**src/rtl/useq_pkg.sv**
```systemverilog
package useq_pkg;
  typedef enum logic [1:0] {
    BR_JMP  = 2'b00,
    BR_CALL = 2'b01,
    BR_RET  = 2'b10,
    BR_MAP  = 2'b11
  } br_op_e;

  typedef enum logic [1:0] {
    CD_ALWAYS  = 2'b00,
    CD_DR_SIGN = 2'b01,
    CD_AC_SIGN = 2'b10,
    CD_AC_ZERO = 2'b11
  } cond_sel_e;
endpackage

```
**src/rtl/useq_cond_mux.sv**
```systemverilog
module useq_cond_mux
  import useq_pkg::*;
(
  input  cond_sel_e sel_i,
  input  logic      dr_sign_i,
  input  logic      ac_sign_i,
  input  logic      ac_zero_i,
  output logic      cond_o
);
  always_comb begin
    unique case (sel_i)
      CD_ALWAYS:  cond_o = 1'b1;
      CD_DR_SIGN: cond_o = dr_sign_i;
      CD_AC_SIGN: cond_o = ac_sign_i;
      default:    cond_o = ac_zero_i;
    endcase
  end
endmodule

```
**src/rtl/useq_addr_map.sv**
```systemverilog
module useq_addr_map #(
  parameter int unsigned AW    = 7,
  parameter int unsigned OPW   = 4,
  parameter int unsigned SHIFT = 2
) (
  input  logic [OPW-1:0] opcode_i,
  output logic [AW-1:0]  map_addr_o
);
  localparam int unsigned HI = SHIFT + OPW;

  // opcode placed at [HI-1:SHIFT]; all other bits zero
  for (genvar b = 0; b < AW; b++) begin : g_bit
    if (b >= SHIFT && b < HI) begin : g_op
      assign map_addr_o[b] = opcode_i[b-SHIFT];
    end else begin : g_zero
      assign map_addr_o[b] = 1'b0;
    end
  end
endmodule

```
**src/rtl/useq_next_mux.sv**
```systemverilog
module useq_next_mux
  import useq_pkg::*;
#(
  parameter int unsigned AW = 7
) (
  input  br_op_e        op_i,
  input  logic          cond_i,
  input  logic [AW-1:0] car_i,
  input  logic [AW-1:0] sbr_i,
  input  logic [AW-1:0] br_addr_i,
  input  logic [AW-1:0] map_addr_i,
  output logic [AW-1:0] next_car_o,
  output logic [AW-1:0] incr_o,
  output logic          sbr_we_o
);
  assign incr_o = car_i + AW'(1);

  always_comb begin
    sbr_we_o = 1'b0;
    unique case (op_i)
      BR_JMP:  next_car_o = cond_i ? br_addr_i : incr_o;
      BR_CALL: begin
        next_car_o = cond_i ? br_addr_i : incr_o;
        sbr_we_o   = cond_i;
      end
      BR_RET:  next_car_o = sbr_i;
      default: next_car_o = map_addr_i;
    endcase
  end
endmodule

```
**src/rtl/useq_sequencer.sv**
```systemverilog
module useq_sequencer
  import useq_pkg::*;
#(
  parameter int unsigned AW        = 7,
  parameter int unsigned OPW       = 4,
  parameter int unsigned MAP_SHIFT = 2,
  parameter logic [AW-1:0] START   = '0
) (
  input  logic          clk_i,
  input  logic          rst_ni,
  input  logic [1:0]    cond_sel_i,
  input  logic [1:0]    br_op_i,
  input  logic [AW-1:0] br_addr_i,
  input  logic          dr_sign_i,
  input  logic          ac_sign_i,
  input  logic          ac_zero_i,
  input  logic [OPW-1:0] opcode_i,
  output logic [AW-1:0] car_o
);
  logic [AW-1:0] car_q, sbr_q, next_car, incr, map_addr;
  logic          cond, sbr_we;
  br_op_e        op;
  cond_sel_e     csel;

  assign op   = br_op_e'(br_op_i);
  assign csel = cond_sel_e'(cond_sel_i);

  useq_cond_mux u_cond (
    .sel_i(csel), .dr_sign_i(dr_sign_i), .ac_sign_i(ac_sign_i),
    .ac_zero_i(ac_zero_i), .cond_o(cond)
  );

  useq_addr_map #(.AW(AW), .OPW(OPW), .SHIFT(MAP_SHIFT)) u_map (
    .opcode_i(opcode_i), .map_addr_o(map_addr)
  );

  useq_next_mux #(.AW(AW)) u_next (
    .op_i(op), .cond_i(cond), .car_i(car_q), .sbr_i(sbr_q),
    .br_addr_i(br_addr_i), .map_addr_i(map_addr),
    .next_car_o(next_car), .incr_o(incr), .sbr_we_o(sbr_we)
  );

  always_ff @(posedge clk_i or negedge rst_ni) begin
    if (!rst_ni) begin
      car_q <= START;
      sbr_q <= '0;
    end else begin
      car_q <= next_car;
      if (sbr_we) sbr_q <= incr;
    end
  end

  assign car_o = car_q;


  p_cond_always_r2: assert property (@(posedge clk_i) disable iff (!rst_ni)
    (cond_sel_i == 2'b00) |-> cond);

  p_jmp_taken_r3: assert property (@(posedge clk_i) disable iff (!rst_ni)
    (br_op_i == 2'b00 && cond) |=> car_q == $past(br_addr_i));

  p_jmp_fall_r3: assert property (@(posedge clk_i) disable iff (!rst_ni)
    (br_op_i == 2'b00 && !cond) |=> car_q == AW'($past(car_q) + AW'(1)));

  p_call_taken_r4: assert property (@(posedge clk_i) disable iff (!rst_ni)
    (br_op_i == 2'b01 && cond) |=>
      (car_q == $past(br_addr_i) && sbr_q == AW'($past(car_q) + AW'(1))));

  p_call_fall_r4: assert property (@(posedge clk_i) disable iff (!rst_ni)
    (br_op_i == 2'b01 && !cond) |=>
      (car_q == AW'($past(car_q) + AW'(1)) && $stable(sbr_q)));

  p_ret_r5: assert property (@(posedge clk_i) disable iff (!rst_ni)
    (br_op_i == 2'b10) |=> (car_q == $past(sbr_q) && $stable(sbr_q)));

  p_map_r6: assert property (@(posedge clk_i) disable iff (!rst_ni)
    (br_op_i == 2'b11) |=>
      (car_q[MAP_SHIFT+OPW-1:MAP_SHIFT] == $past(opcode_i) &&
       car_q[MAP_SHIFT-1:0] == '0 && car_q[AW-1] == 1'b0));

  // only a taken call changes the return register
  p_sbr_write_r7: assert property (@(posedge clk_i) disable iff (!rst_ni)
    !(br_op_i == 2'b01 && cond) |=> $stable(sbr_q));
endmodule

```
**config.mk**
```make
export PLATFORM = sky130hd
export DESIGN_NAME = useq_sequencer
export DESIGN_NICKNAME = d
export VERILOG_FILES = /design/src/rtl/useq_pkg.sv /design/src/rtl/useq_cond_mux.sv /design/src/rtl/useq_addr_map.sv /design/src/rtl/useq_next_mux.sv /design/src/rtl/useq_sequencer.sv
export SDC_FILE = /design/constraint.sdc
export NUM_CORES = 1
export LEC_CHECK = 0
export CAP_MARGIN = 40
export CORE_MARGIN = 2
export CORE_UTILIZATION = 46
export CTS_CLUSTER_DIAMETER = 30
export DETAILED_ROUTE_END_ITERATION = 10
export PLACE_DENSITY = 0.82
export SLEW_MARGIN = 20
export SYNTH_ARGS = -nofsm -noshare
export SYNTH_HDL_FRONTEND = slang
export SYNTH_SLANG_ARGS = --single-unit
```
**constraint.sdc**
```tcl
create_clock -name clk_i -period 2.49 [get_ports clk_i]
set_input_delay 0.498 -clock clk_i [delete_from_list [all_inputs] [get_ports clk_i]]
set_output_delay 0.498 -clock clk_i [all_outputs]
set_load 0.02 [all_outputs]
```
==> results of run 1 <==
## placed cells by master, fill, tap and decap left out, types with 4 or more instances in the layout
cell	count
o21ai_0	4
mux2i_1	7
buf_4	5
dfrtp_1	14
nor2_1	4
a21oi_1	6
nand2_1	5
mux2_2	8
clkdlybuf4s50_1	26
## registers in the layout (all words and copies together), names as in the netlist
name	cells
sbr_q	7
car_o	7
## critical path, delay by kind of cell
kind	cells	cell delay (ns)
simple gates	2	0.83
compound gates	2	0.35
buf+inv	1	0.50
## cell families (layout without fill, tap and decap cells)
family,Yosys count,count (layout)
flip-flops,14,14
AND/OR/NAND/NOR,15,15
AO/OA/AOI/OAI,15,15
adder cells (fa/ha/maj),1,1
buffers and inverters,4,38
XOR/XNOR,5,5
multiplexers,15,15
## per-layer routing
metal / up-vias / wire length (um) / global-route usage [%] / part of all wire (%)
li1: 314 / - / - / -
met1: 300 / 776 / 24.1 / 44
met2: 23 / 851 / 34.5 / 48
met3: 2 / 128 / 4.08 / 7.2
met4: 0 / 12 / 9.09 / 0.68
met5: - / 0 / 0 / 0
## final cells by class
class                   instances  area (um2)  share of cell area, %
flip-flops and latches         14         350                   31.6
multi-input cells              51         394                   35.5
repair buffers                 31         298                   26.8
clock buffers                   4        36.3                   3.27
inverters                       3        11.3                   1.01
well taps                      16        20.0                   1.80
## report_power, final
part,internal [mW],leakage [nW],switching (mW)
clock,0.0891,0.0210,0.0801
sequential,0.291,0.166,0.0426
combinational,0.149,0.294,0.111
total,0.529,0.481,0.234
## synthesized netlist by cell type
library cell,n
a31oi_1,1
o21a_1,1
and3_1,1
xor2_1,2
ha_1,1
mux2i_1,7
o21ai_0,4
a2111oi_4,1
a22oi_1,1
or2_2,2
nor3b_1,1
mux2_2,8
nand3_1,2
clkbuf_1,1
a21oi_2,1
xnor2_1,3
a21oi_1,6
nor2_1,4
dfrtp_1,14
inv_1,3
nand2_1,5
## path summary, 6_finish.rpt
kind                       endpoint  depth (start not counted)
max                        car_o[5]                          5
min                        sbr_q[2]                          1
max reg2reg                sbr_q[4]                          4
max in group asynchronous  car_o[2]                          1
min in group asynchronous  car_o[4]                          1
min reg2reg                sbr_q[2]                          1
==> out/metrics.yaml, run 1 <==
grt:
  antenna_found_initial: 0
  grt_usage_pct: 20.2
  grt_max_degree: 15
  overflow: 0
  grt_pass1_wl_um: 2860
  grt_pass1_vias: 683
power_and_ir_drop:
  total_power_uw: 763
  p_leak_nw: 0.481
  peakVddDrop_mv: 0.508
  powerDensity_nw_per_um2: 688
sta:
  relSlewSlack_pct: 56.0
  drv_slew: 0
  hold_slack_ns: 0.512
  rsz0062_at_grt: "no"
  worstMarginPinSlew_ns: 0.659
  setup_ws_ns: 0.503
  clock.fmax_ghz: 0.503
  min_period_ns: 1.99
  timing.final.hold_violations: 0
  finalCritPeriodShare_pct: 79.8
  fin_worst_skew_ns: 0.00258
  setup_violations: 0
  tns_ns: 0
critical_path:
  r2r-start: "car_o[0]"
  startpoint: "cond_sel_i[1]"
  cp_max_fo: 6
  required_ns: 2.67
  end_kind: "flip-flop"
  crit_arrival_ns: 2.17
  max_stage_delay_ns: 0.51
  worstPathCellList: "clkdlybuf4s50_1 -> nor3b_1 -> a21oi_2 -> or2_2 -> o21a_1"
  crit_type: "primary input to flip-flop"
  rrSetupSlack_ns: 1.20
  worst_setup_path_start_kind: "primary input"
  slowest_stage: "nor3b_1"
drt:
  viasPerCell: 5.37
  drcViolationCount: 0
  wl_per_cell_um: 14.9
  drtAntennaViolNets: 0
  first_pass_iters: 5
  routed_wl_um: 1770
  drt_iter0_drc: 3
  vias: 639
logic_synthesis:
  synthAdderAreaFrac_pct: 1.65
  synth_compound_area_share_pct: 14.2
  yosys_warnings: 0
  syn_area_um2: 759
  synth_top_family_by_area: "multiplexers"
  ys_seq_area_share_pct: 46.1
  synthTopCellsByArea: "dfrtp_1 46%, mux2_2 12%, mux2i_1 9.2%"
  synth_top_cell_by_area: "dfrtp_1"
  syn_nets: 90
  synth.area.mux_share_pct: 21.1
  synthXorXnorAreaFrac_pct: 5.77
  ys_seq_elements: 14
  synthCells: 69
  synth_simple_gate_area_share_pct: 9.23
  yosys.area.top_type_share_pct: 46.1
  syn_avg_cell_area_um2: 11.0
  synth_cell_type_count: 21
clock_tree:
  h-tree-depth: 1
  clk_transition_reported_paths_ns: 0.09
  numCtsBuffers: 3
  clock_path_buffers: 2
  clk_latency_ns: 0.29
  root_buffer: "clkbuf_4"
  postCtsHoldBufs: 0
  tritoncts: "yes"
  cts_setup_buffers: 0
  cts.sinks: 14
  cts_resized: 0
final_layout:
  diodes: 0
  final_cells: 119
  drive_gt1_share_pct: 20.4
  fill_cells: 111
  nets: 125
  utilization_pct: 72.8
  fin_area_um2: 1110
  syn_to_final_growth_pct: 46.1
place:
  numPortBuffers: 26
  dp_cells: 115
  gp_congestion: 0.773
  post_dp_cell_area_um2: 1070
  place_ws_ns: 0.194
  dpl.hpwl_um: 1390
min_path:
  hold_path_startpoint: "sbr_q[2]"
  hold_class: "flip-flop to flip-flop"
die:
  die-area_um2: 1990
  die_y_um: 44.6
  start_util_pct: 49.8
  coreArea_um2: 1520
  die_x_um: 44.6
  rows: 14
  io_pins: 27
flow_run:
  cap_viol_max_count: 0
outcome:
  outcome: "finished, final reports clean"
(Power assumes the default switching activity.)
==> inputs of run 2 (changes only) <==
--- a/config.mk
+++ b/config.mk
@@ -7,10 +7,10 @@
 export LEC_CHECK = 0
 export CAP_MARGIN = 40
 export CORE_MARGIN = 2
-export CORE_UTILIZATION = 46
+export CORE_UTILIZATION = 43
 export CTS_CLUSTER_DIAMETER = 30
 export DETAILED_ROUTE_END_ITERATION = 10
-export PLACE_DENSITY = 0.82
+export PLACE_DENSITY = 0.77
 export SLEW_MARGIN = 20
 export SYNTH_ARGS = -nofsm -noshare
 export SYNTH_HDL_FRONTEND = slang
==> constraint.sdc (replaced) <==
create_clock -name clk_i -period 1.95 [get_ports clk_i]
set_input_delay 0.39 -clock clk_i [delete_from_list [all_inputs] [get_ports clk_i]]
set_output_delay 0.39 -clock clk_i [all_outputs]
set_load 0.02 [all_outputs]
==> run 2 against run 1 <==
Against the previous run: critical endpoint is now sbr_q[5]; critical path depth grew 1; cell area grew 0.90%; largest power group unchanged; clock skew grew 0.0036 ns; clock-buffer cell count shrank 1; total power grew 22%; worst setup slack lost 0.37 ns.
==> out/metrics.yaml, run 2 (synthesis results as in run 1) <==
drt:
  drtAntennaViolNets: 0
  wl_met1_um: 754
  routed_wl_um: 1810
  wl_met2_um: 940
  drt_iter0_drc: 5
  drcViolationCount: 0
  viasPerCell: 5.55
  routed.top_layer: "met4"
  wl_per_cell_um: 14.8
  wl_met3_um: 91
  vias: 677
  first_pass_iters: 4
critical_path:
  end_kind: "flip-flop"
  worstPathCellList: "clkdlybuf4s50_1 -> nor3b_1 -> buf_4 -> a2111oi_4 -> buf_4 -> mux2_2"
  required_ns: 2.11
  max_stage_delay_ns: 0.44
  worst_setup_path_start_kind: "primary input"
  crit_type: "primary input to flip-flop"
  slowest_stage: "clkdlybuf4s50_1"
  crit_arrival_ns: 1.98
  cp_common_cell: "buf_4"
  cp_max_fo: 8
sta:
  rsz0062_at_grt: "no"
  finalCritPeriodShare_pct: 93.4
  setup_ws_ns: 0.130
  clock.fmax_ghz: 0.549
  timing.final.hold_violations: 0
  worstMarginPinSlew_ns: 0.666
  relSlewSlack_pct: 55.5
  fin_worst_skew_ns: 0.00618
  min_period_ns: 1.82
  setup_violations: 0
  drv_slew: 0
power_and_ir_drop:
  power.switching_uw: 293
  powerDensity_nw_per_um2: 832
  power_frac_comb_pct: 36.3
  pwr-share-seq_pct: 46.5
  internal-power_uw: 638
  peakVddDrop_mv: 0.528
  p_leak_nw: 0.488
  clock_power_share_pct: 17.2
  sw_frac_of_total_pct: 31.5
die:
  rows: 15
  coreArea_um2: 1690
  io_pins: 27
  die-area_um2: 2120
  start_util_pct: 45.0
  die_x_um: 46.0
  die_y_um: 46.0
final_layout:
  layout_common_cells: "26 x clkdlybuf4s50_1, 14 x dfrtp_1, 8 x mux2_2, 8 x buf_4, 7 x mux2i_1"
  drive_gt1_share_pct: 21.9
  final_common_cell: "clkdlybuf4s50_1"
  final_cells: 122
  syn_to_final_growth_pct: 47.4
  diodes: 0
  nets: 128
clock_tree:
  clk_latency_ns: 0.27
  h-tree-depth: 1
  cts.sinks: 14
  clock_path_buffers: 2
  clk_transition_reported_paths_ns: 0.09
  root_buffer: "clkbuf_4"
  cts_setup_buffers: 0
  numCtsBuffers: 3
  tritoncts: "yes"
  cts_resized: 0
  postCtsHoldBufs: 0
place:
  dpl.hpwl_um: 1420
  numPortBuffers: 26
  dp_cells: 119
  place_ws_ns: -0.169
  gp_congestion: 0.766
grt:
  grt_pass1_vias: 695
  grt_usage_pct: 19.3
  grt_max_degree: 15
  antenna_found_initial: 0
  overflow: 0
  grt_pass1_wl_um: 2910
outcome:
  outcome: "finished, final reports clean"
min_path:
  hold_class: "primary input to async pin"
flow_run:
  cap_viol_max_count: 0
==> run 2: cell count changes in the layout (fill, tap and decap cells not counted), sizes merged <==
cell / delta
clkbuf: -1
buf: +3
==> run 2: worst paths after layout <==
| check | startpoint | to | slack [ns] | cells after the start |
|---|---|---|---|---|
| hold reg to reg | sbr_q[2] | sbr_q[2] | 0.52 | 1 |
| setup / recovery | cond_sel_i[0] | sbr_q[5] | 0.13 | 6 |
| max in group asynchronous | rst_ni | sbr_q[6] | 1.00 | 1 |
| hold / removal | rst_ni | car_o[3] | 0.52 | 1 |
| min in group clk_i | sbr_q[2] | sbr_q[2] | 0.52 | 1 |
| setup reg to reg | car_o[0] | car_o[6] | 0.62 | 5 |
==> run 2: power groups by stage <==
stage               clock (mW)  combinational, mW  sequential [mW]
floorplan                    0              0.162            0.453
global placement             0              0.332            0.434
detailed placement           0              0.341            0.436
CTS                      0.167              0.342            0.431
global route             0.172              0.371            0.443
finish                   0.160              0.338            0.433
==> run 2: area by class of cell <==
type                       instances  area, um2
multi-input combinational         51        394
inverter                           3       11.3
clock buffer                       3       22.5
timing repair buffer              34        320
fill                             142        569
sequential                        14        350
tap                               17       21.3
==> run 2: routing by layer <==
metal	vias up	GRT usage, %
met3	2	3.57
li1	320	-
met1	339	22.2
met2	16	35.0
met4	0	6.86
met5	-	0
==> run 2: stage by stage <==
step                      TNS (ns)  area (um2)  util (%)  total power [mW]  hold slack, ns
final                            0        1120      66.3             0.931           0.517
after global routing             0        1120      66.3             0.986           0.546
after CTS                        0        1120      66.3             0.940           0.525
after detailed placement    -0.927        1100      65.0             0.777           0.498
after global placement      -0.582        1100      65.0             0.766           0.497
after floorplan                  0         759         -             0.615          0.0944
==> run 2: critical path, delay by kind of cell <==
| family | cells | cell delay, ns |
|---|---|---|
| mux | 1 | 0.34 |
| buf+inv | 3 | 0.79 |
| simple gates | 1 | 0.15 |
| compound gates | 1 | 0.30 |
==> inputs of run 3 (changes only) <==
--- a/config.mk
+++ b/config.mk
@@ -11,6 +11,7 @@
 export CTS_CLUSTER_DIAMETER = 30
 export DETAILED_ROUTE_END_ITERATION = 10
 export PLACE_DENSITY = 0.77
+export SKIP_LAST_GASP = 1
 export SLEW_MARGIN = 20
 export SYNTH_ARGS = -nofsm -noshare
 export SYNTH_HDL_FRONTEND = slang
==> constraint.sdc (replaced) <==
create_clock -name clk_i -period 1.9 [get_ports clk_i]
set_input_delay 0.38 -clock clk_i [delete_from_list [all_inputs] [get_ports clk_i]]
set_output_delay 0.38 -clock clk_i [all_outputs]
set_load 0.02 [all_outputs]
==> run 3 against run 2 <==
Against the previous run: global-route usage unchanged; combinational power increased by 3%; sequential share of layout area unchanged; via count decreased by 0.59%; clock skew about the same; critical endpoint unchanged; sequential power increased by 3%; highest routed layer unchanged; clock-buffer cell count unchanged; non-clock buffer count unchanged; final cell count unchanged.
==> out/metrics.yaml, run 3 (synthesis results as in run 1) <==
final_layout:
  seq_area_um2: 350
  layout_common_cells: "26 x clkdlybuf4s50_1, 14 x dfrtp_1, 8 x mux2_2, 8 x buf_4, 7 x mux2i_1"
  diodes: 0
  drive_gt1_share_pct: 21.9
  nets: 128
  syn_to_final_growth_pct: 47.4
  multi_input_area_um2: 394
  final_cells: 122
  fill_cells: 143
  utilization_pct: 66.3
  final_common_cell: "clkdlybuf4s50_1"
clock_tree:
  postCtsHoldBufs: 0
  clk_transition_reported_paths_ns: 0.09
  h-tree-depth: 1
  root_buffer: "clkbuf_4"
  cts_resized: 0
  numCtsBuffers: 3
  clock_path_buffers: 2
  tritoncts: "yes"
  clk_latency_ns: 0.27
  cts.sinks: 14
  cts_setup_buffers: 0
power_and_ir_drop:
  p_leak_nw: 0.488
  peakVddDrop_mv: 0.542
  powerDensity_nw_per_um2: 853
grt:
  grt_util_met1_pct: 22.2
  antenna_found_initial: 0
  grt_pass1_wl_um: 2910
  grt.met2_usage_pct: 35.0
  overflow: 0
  grt_max_degree: 15
  grt_pass1_vias: 695
  busiest_layer: "met2"
  grt_usage_pct: 19.3
  met3_usage_pct: 3.57
place:
  numPortBuffers: 26
  gp_congestion: 0.766
  dpl.hpwl_um: 1420
  dp_cells: 119
die:
  rows: 15
  start_util_pct: 45.0
  die-area_um2: 2120
  coreArea_um2: 1690
  die_y_um: 46.0
  die_x_um: 46.0
  io_pins: 27
sta:
  relSlewSlack_pct: 55.0
  timing.final.hold_violations: 0
  fin_worst_skew_ns: 0.00588
  drv_slew: 0
  clock.fmax_ghz: 0.552
  setup_violations: 0
  min_period_ns: 1.81
  worstMarginPinSlew_ns: 0.673
  finalCritPeriodShare_pct: 95.3
  rsz0062_at_grt: "no"
critical_path:
  worstPathCellList: "clkdlybuf4s50_1 -> nor3b_1 -> buf_4 -> a2111oi_4 -> buf_4 -> mux2_2"
  crit_arrival_ns: 1.97
  crit_type: "primary input to flip-flop"
  worst_setup_path_start_kind: "primary input"
  cp_top_family: "buffers and inverters"
  cp_common_cell: "buf_4"
  max_stage_delay_ns: 0.44
  slowest_stage: "clkdlybuf4s50_1"
  required_ns: 2.06
  path_buf_inv: 3
  cp_max_fo: 8
  end_kind: "flip-flop"
drt:
  drtAntennaViolNets: 0
  first_pass_iters: 4
  drt_iter0_drc: 5
  routed_wl_um: 1820
  viasPerCell: 5.52
  vias: 673
  wl_per_cell_um: 14.9
  drcViolationCount: 0
flow_run:
  cap_viol_max_count: 0
min_path:
  hold_class: "primary input to async pin"
outcome:
  outcome: "finished, final reports clean"
## run 3: area by class of cell
type | instances | share of cell area (%)
flip-flops and latches | 14 | 31.3
well taps | 17 | 1.90
clock buffers | 3 | 2.01
inverters | 3 | 1.01
multi-input cells | 51 | 35.2
repair buffers | 34 | 28.6
## run 3: stage by stage
stage	worst slack, ns	total power [mW]	hold slack (ns)	TNS (ns)	instance area, um2
after CTS	0.0827	0.965	0.525	0	1120
final	0.0892	0.956	0.515	0	1120
after floorplan	0.285	0.632	0.0844	0	759
after detailed placement	-0.209	0.797	0.498	-1.38	1100
after global routing	0.0252	1.01	0.546	0	1120
after global placement	-0.150	0.786	0.497	-0.880	1100
## run 3: where the power goes
group          internal [mW]  switching, mW  total [mW]
Clock                 0.0732         0.0910       0.164
Combinational          0.200          0.147       0.347
Sequential             0.382         0.0626       0.444
## run 3: path summary, 6_finish.rpt
kind,start,endpoint,slack (ns),cells after the start
worst max-delay path,cond_sel_i[0],sbr_q[5],0.09,6
min in group clk_i,sbr_q[2],sbr_q[2],0.52,1
worst max register to register,car_o[0],car_o[6],0.57,5
max in group asynchronous,rst_ni,sbr_q[6],0.96,1
worst min-delay path,rst_ni,sbr_q[4],0.52,1
worst min register to register,sbr_q[2],sbr_q[2],0.52,1
## run 3: layer usage
layer	wire length, um	part of all wire, %
met5	0	0
met4	22	1.2
met3	91	5.0
met2	945	52
met1	756	42
